**src/rtl/input_level_ctrl.sv**
```systemverilog
module input_level_ctrl #(
  parameter int DW        = 16,
  parameter int GW        = 7,
  parameter int GMAX      = 71,
  parameter int INIT_GAIN = 'h36,
  parameter int LIM_LVL0  = 20675,
  parameter int LIM_LVL1  = 16423,
  parameter int QUIET_LVL = 13045,
  parameter int TBASE     = 128
) (
  input  logic          clk,
  input  logic          rst_n,
  input  logic          enable,
  input  logic          smp_valid,
  input  logic [DW-1:0] smp_data,
  input  logic          thr_sel,
  input  logic          lim_step,
  input  logic          rcv_step,
  input  logic [1:0]    zto_sel,
  input  logic [1:0]    wait_sel,
  input  logic [GW-1:0] ref_code,
  output logic [GW-1:0] gain,
  output logic          gain_upd
);
  localparam int CW = $clog2(TBASE * 8) + 1;
  localparam logic [DW:0] L0 = (DW+1)'(LIM_LVL0);
  localparam logic [DW:0] L1 = (DW+1)'(LIM_LVL1);
  localparam logic [DW:0] LQ = (DW+1)'(QUIET_LVL);
  localparam logic [GW:0] GTOP = (GW+1)'(GMAX);

  typedef enum logic [1:0] {P_NONE, P_DN, P_UP} pend_t;

  pend_t         pend;
  logic [CW-1:0] tcnt, wcnt;
  logic          prev_neg;

  logic [DW:0] ext, mag;
  assign ext = {smp_data[DW-1], smp_data};
  assign mag = ext[DW] ? (~ext + 1'b1) : ext;

  logic over, quiet, zc;
  assign over  = mag > (thr_sel ? L1 : L0);
  assign quiet = mag <= LQ;
  assign zc    = (smp_data == '0) || (smp_data[DW-1] != prev_neg);

  logic [CW-1:0] tmo_last, wlen;
  assign tmo_last = CW'(TBASE << zto_sel) - 1'b1;
  assign wlen     = CW'(TBASE << wait_sel);

  logic [GW:0] cap, lstep, rstep, up_sum;
  logic [GW-1:0] dn_val, new_gain;
  logic up_ok, apply;
  assign cap    = ({1'b0, ref_code} > GTOP) ? GTOP : {1'b0, ref_code};
  assign lstep  = lim_step ? (GW+1)'(2) : (GW+1)'(1);
  assign rstep  = rcv_step ? (GW+1)'(2) : (GW+1)'(1);
  assign up_sum = {1'b0, gain} + rstep;
  assign up_ok  = up_sum <= cap;
  assign dn_val = ({1'b0, gain} < lstep) ? '0 : GW'({1'b0, gain} - lstep);
  assign apply  = (pend != P_NONE) && (zc || tcnt >= tmo_last);
  assign new_gain = (pend == P_DN) ? dn_val : (up_ok ? up_sum[GW-1:0] : gain);

  always_ff @(posedge clk or negedge rst_n) begin
    if (!rst_n) begin
      gain     <= GW'(INIT_GAIN);
      gain_upd <= 1'b0;
      pend     <= P_NONE;
      tcnt     <= '0;
      wcnt     <= '0;
      prev_neg <= 1'b0;
    end else begin
      gain_upd <= 1'b0;
      if (smp_valid) begin
        prev_neg <= smp_data[DW-1];
        if (!enable) begin
          pend <= P_NONE;
          tcnt <= '0;
          wcnt <= '0;
        end else begin
          if (apply) begin
            gain     <= new_gain;
            gain_upd <= new_gain != gain;
            tcnt     <= '0;
            pend     <= over ? P_DN : P_NONE;
          end else begin
            tcnt <= (pend == P_NONE) ? '0 : tcnt + 1'b1;
            if (over)
              pend <= P_DN;
            else if (pend == P_NONE && wcnt >= wlen && quiet && up_ok)
              pend <= P_UP;
          end
          if (!quiet || apply)
            wcnt <= '0;
          else if (wcnt < wlen)
            wcnt <= wcnt + 1'b1;
        end
      end
    end
  end
endmodule


```
**config.mk**
```make
export PLATFORM = sky130hd
export DESIGN_NAME = input_level_ctrl
export DESIGN_NICKNAME = d
export VERILOG_FILES = /design/src/rtl/input_level_ctrl.sv
export SDC_FILE = /design/constraint.sdc
export NUM_CORES = 1
export LEC_CHECK = 0
export BUFFER_PORTS_ARGS = -buffer_cell sky130_fd_sc_hd__buf_2
export CORE_MARGIN = 8
export CORE_UTILIZATION = 61
export CTS_BUF_LIST = sky130_fd_sc_hd__clkbuf_8
export CTS_CLUSTER_SIZE = 20
export DETAILED_ROUTE_END_ITERATION = 7
export PLACE_DENSITY = 0.94
export SLEW_MARGIN = 20
export SYNTH_ARGS = -nofsm -noshare
export SYNTH_HDL_FRONTEND = slang
export SYNTH_SLANG_ARGS = --single-unit
```
**constraint.sdc**
```tcl
create_clock -name clk -period 4 [get_ports clk]
set_input_delay 0.8 -clock clk [delete_from_list [all_inputs] [get_ports clk]]
set_output_delay 0.8 -clock clk [all_outputs]
set_load 0.02 [all_outputs]
```
### After elaboration in Yosys (flattened, before gate mapping)

Cells that the tools add are included.

| word-level totals | value |
|---|---|
| input bits | 34 |
| output and inout bits | 8 |
| word-level logic and storage cells | 64 |
| register bits after elaboration | 33 |

| operators by class | value |
|---|---|
| bitwise operators | 1 |
| add/sub/neg operators | 6 |
| equality and inequality tests | 5 |
| shift operators | 2 |
| mux-type cells | 22 |
| magnitude comparators | 8 |
| reduce and logical (&&, ||, !) cells | 14 |

Operators with widths:

| kind | count |
|---|---|
| 11-bit 2-to-1 mux | 6 |
| 7-bit 2-to-1 mux | 4 |
| 11-bit by 1-bit adder with 11-bit output, second input constant | 2 |
| 11-bit >= comparator | 2 |
| 8-bit by 2-bit left shift with 11-bit output, first input constant | 2 |
| 17-bit by 1-bit adder with 17-bit output, second input constant | 1 |
| 17-bit by 15-bit greater-than comparator with 1-bit output | 1 |
| 17-bit by 14-bit less-or-equal comparator with 1-bit output, second input constant | 1 |
| 17-bit 2-to-1 mux | 1 |
| 17-bit inverter | 1 |
| 16-bit zero test | 1 |
| 13-bit 2-to-1 mux | 1 |
| 2-bit 2-to-1 mux | 6 |
| 11-bit less-than comparator | 1 |
| 11-bit by 1-bit subtractor with 11-bit output, second input constant | 1 |
| 7-bit by 2-bit adder with 8-bit output | 1 |
| 8-bit by 7-bit less-or-equal comparator with 1-bit output | 1 |
| 7-bit greater-than comparator, second input constant | 1 |
| 7-bit by 2-bit less-than comparator with 1-bit output | 1 |
| 7-bit != test | 1 |
| 7-bit by 2-bit subtractor with 7-bit output | 1 |
| 1-bit logical AND | 4 |
| 1-bit 2-to-1 mux | 4 |
| 4-bit by 1-bit != test with 1-bit output, second input constant | 1 |
| 9 further kinds | 12 |

### Longest topological paths before layout

| depth | value |
|---|---|
| depth after elaboration | 10 |
| gate-level depth with buffers | 15 |
| gate-level depth less buffers | 15 |

### Least setup slack after synthesis

No wires, ideal clock.

| path | value |
|---|---|
| path type | input port to flip-flop |
| start | in rcv_step |
| end | reg gain[3] |
| setup time | 0.131 ns |
| path buffers | 0 |
| setup slack | 0.638 ns |
| data arrival time | 3.230 ns |
| data required time | 3.869 ns |
| stages | 12 |
| cell sequence | inv_1 > ha_1 > fa_1 > nand3_1 > xnor2_1 > ha_1 > a2111oi_0 > a21oi_1 > nor3_1 > a21oi_1 > o21ai_1 > o31ai_2 |

| between the ends | value |
|---|---|
| cells in the longest elaborated chain, start to end | 5 |

Ends and longest elaborated chain:

| what | RTL line | RTL |
|---|---|---|
| from (decl) | 18 | `input logic rcv_step,` |
| 2-bit 2-to-1 mux * | 55 | `assign rstep = rcv_step ? (GW+1)'(2) : (GW+1)'(1);` |
| 7-bit by 2-bit adder with 8-bit output * | 56 | `assign up_sum = {1'b0, gain} + rstep;` |
| 8-bit by 7-bit less-or-equal comparator with 1-bit output | 57 | `assign up_ok = up_sum <= cap;` |
| 7-bit 2-to-1 mux * (2 in a row) | 60 | `assign new_gain = (pend == P_DN) ? dn_val : (up_ok ? up_sum[GW-1:0] : gain);` |
| to (signal assigned) | 64 | `gain <= GW'(INIT_GAIN);` |
| to (signal assigned) | 80 | `gain <= new_gain;` |
| to (decl) | 22 | `output logic [GW-1:0] gain,` |

Mark *: on every way between the ends. The rest lies on a longest branch, timed or not.
A chain may end at the register's enable or synchronous reset.

### Worst setup path in the final report

Ends and elaborated chain as after synthesis.

==> flow_metrics.tcl <==
set metrics [dict create \
    status "finished clean" \
    h-tree-depth 2 \
    drv_cap 0 \
    cts_buffers 5 \
    synth_nets 472 \
    die_w_um 90.4 \
    cts_buffer_depth 2 \
    drt_iter0_drc 207 \
    synth_commonest_cells "nor2_1 (36), nand2_1 (34), dfrtp_1 (29)" \
    wirelength_um 8070 \
    synthArstFlopShare_pct 100 \
    area_delta_synth_final_pct 8.70 \
    grt_pass1_vias 3299 \
    synth-seq-cells 33 \
    pin_count 42 \
    avgSynthCellArea_um2 8.26 \
    antenna_left 0 \
    period_needed_ns 3.60 \
    worst_hold_slack_ns 0.513 \
    fp-row-count 27 \
    yosysSeqAreaShare_pct 24.6 \
    p_per_area_nw_per_um2 399 \
    arrival_ns 3.76 \
    tns_ns 0 \
    die_y_um 90.4 \
    grt-ovfl-total 0 \
    slew_viol_final 0 \
    grtUsageTotal_pct 20.1 \
    cp-endpoint "gain[3]$_DFFE_PN0P_" \
    routedWlPerCell_um 15.7 \
    core_region_area_um2 5440 \
    dp.final_hpwl_um 6020 \
    worst_pin_slew_ns 0.732 \
    antenna_found_initial 0 \
    initial_core_util_pct 62.1 \
    place.port_buffers 41 \
    root_buffer "clkbuf_8" \
    vdd_drop_max_uv 260 \
    vias_per_cell 6.30 \
    hold_buffers 0 \
    path_clk_slew_ns 0.06 \
    synth_edf_count 0 \
    critical_path_class "input port to flop" \
    cts_resized 0 \
    cts_sinks 33 \
    dr.pass1.iters 4 \
    drc 0 \
    grt_pass1_wl_um 14200 \
    worstSetupStartpoint "rcv_step" \
    fin_area_um2 3670 \
    clk_latency_ns 0.29 \
    dieArea_um2 8180 \
    setup_viol 0 \
    timing.rr.end "gain[3]$_DFFE_PN0P_" \
    start_kind "input port" \
    vias 3238 \
    clock.fmax_mhz 278 \
    place_congestion 0.942 \
    yosysWarnings 0 \
    rsz0062_at_grt "no" \
    cp_max_fo 6 \
    min_period_over_period_pct 90.0 \
    fillers 430 \
    hold_violations 0 \
    nNetsFinal 504 \
    n_antenna_cell 0 \
    drive_above_1_share_pct 17.9 \
    ys_types 74 \
    syn_area_um2 3380 \
    reg2reg_from "gain[1]$_DFFE_PN1P_" \
    path_cells "buf_2, inv_1, ha_1, fa_1, nand3_1, xnor2_1, ha_1, a2111oi_0, a21oi_1, nor3_1, a21oi_1, o21ai_1, o31ai_2" \
    synthCells 409 \
    cp-end-kind "flop" \
    grt_max_degree 36 \
    finClkSkew_ns 0.0148 \
    hp-class "flop to flop" \
    post-cts-setup-buffer-count 0 \
    crit_required_ns 4.16 \
    synthTopCellsByArea "dfrtp_1 (21%), ha_1 (10%), xnor2_1 (4.1%)" \
    max_slew_margin_pct 51.2 \
    synth_top_area_share_pct 21.5 \
    max_stage_delay_ns 0.50 \
    synthFlopType "dfrtp_1" \
    place_area_um2 3580 \
    p_leak_uw 0.00159 \
    reg2reg_depth 13 \
    synth_top_area_cell "dfrtp_1" \
    cts_tree "built" \
    rrSetupSlack_ns 0.57 \
    fin_util_pct 67.5 \
    yosysMostFrequentCell "nor2_1" \
    slowest_stage "fa_1" \
]
worst min path at each step:
stage	from	end	slack [ns]	depth (start not counted)
after global placement	tcnt[4]$_DFFE_PN0P_	tcnt[4]$_DFFE_PN0P_	0.49	1
after detailed placement	tcnt[4]$_DFFE_PN0P_	tcnt[4]$_DFFE_PN0P_	0.50	1
final	tcnt[4]$_DFFE_PN0P_	tcnt[4]$_DFFE_PN0P_	0.51	1
after CTS	tcnt[4]$_DFFE_PN0P_	tcnt[4]$_DFFE_PN0P_	0.51	1
after global routing	tcnt[5]$_DFFE_PN0P_	tcnt[5]$_DFFE_PN0P_	0.54	1
after floorplan	tcnt[4]$_DFFE_PN0P_	tcnt[4]$_DFFE_PN0P_	0.47	1
critical path, delay by kind of cell:
kind	cells	cell delay (ns)
adder cells (fa/ha/maj)	3	1.00
buffers and inverters	2	0.17
XOR/XNOR	1	0.15
AO/OA/AOI/OAI	5	1.01
AND/OR/NAND/NOR	2	0.63
per-stage QoR:
| step | setup WS (ns) | power, uW | cells |
|---|---|---|---|
| 2_1_floorplan | 0.638 | 982 | 409 |
| 3_3_place_gp | 0.322 | 1150 | 506 |
| 3_5_place_dp | 0.191 | 1190 | 506 |
| 4_1_cts | 0.488 | 1460 | 514 |
| 5_1_grt | 0.144 | 1570 | 514 |
| 6_report | 0.402 | 1460 | 514 |
layout by cell type (no fill, tap or decap), drive strengths merged, types with 3 or more instances in the layout:
cell type  netlist  final
buf              9     44
nor2            36     36
nand2           34     34
o21ai           30     30
dfrtp           29     29
ha              27     27
inv             24     25
xnor2           16     16
nand3           15     15
a21oi           15     15
nand4           11     11
o31ai           11     11
and3            10     10
nand2b          10     10
nor3             9      9
xor2             9      9
nor4             8      8
or3              7      7
nor2b            6      6
clkbuf          10      6
o311ai           5      5
o22ai            5      5
a211oi           5      5
o2bb2ai          4      4
a22o             4      4
dfstp            4      4
or2              4      4
o41ai            3      3
o2111ai          3      3
mux2i            3      3
o31a             3      3
a21o             3      3
or3b             3      3
state kept, by name, indices dropped and copies added (netlist names):
register	flops
tcnt	11
wcnt	11
prev_neg	1
gain_upd	1
gain	7
pend	2
cell families (layout without fill, tap and decap cells):
family	after synthesis	count (layout)	synth area share [%]
AO/OA/AOI/OAI	112	112	24.1
adder cells (fa/ha/maj)	29	29	11.2
AND/OR/NAND/NOR	162	162	26.1
multiplexers	4	4	1.22
XOR/XNOR	25	25	6.48
flip-flops	33	33	24.6
buffers and inverters	44	77	6.26
per-layer routing:
| metal | global-route usage (%) | vias to the layer above | routed length (um) |
|---|---|---|---|
| met5 | 0 | - | 0 |
| li1 | - | 1587 | - |
| met1 | 23.4 | 1533 | 3460 |
| met3 | 4.07 | 11 | 397 |
| met4 | 8.04 | 0 | 97 |
| met2 | 35.0 | 107 | 4110 |
power breakdown:
group	leakage, uW	switching, uW	internal (uW)	total, uW
Combinational	0.00110	436	301	736
Sequential	0.000439	84.7	381	466
Clock	0.0000486	125	137	262
final cells by class:
type	instances	area [um2]	area share, %
clock buffer	6	82.6	2.25
clock inverter	2	11.3	0.307
inverter	25	93.8	2.55
multi-input combinational	332	2340	63.6
sequential	33	831	22.6
tap	72	90.1	2.45
timing repair buffer	44	228	6.20
(Power assumes the default switching activity.)
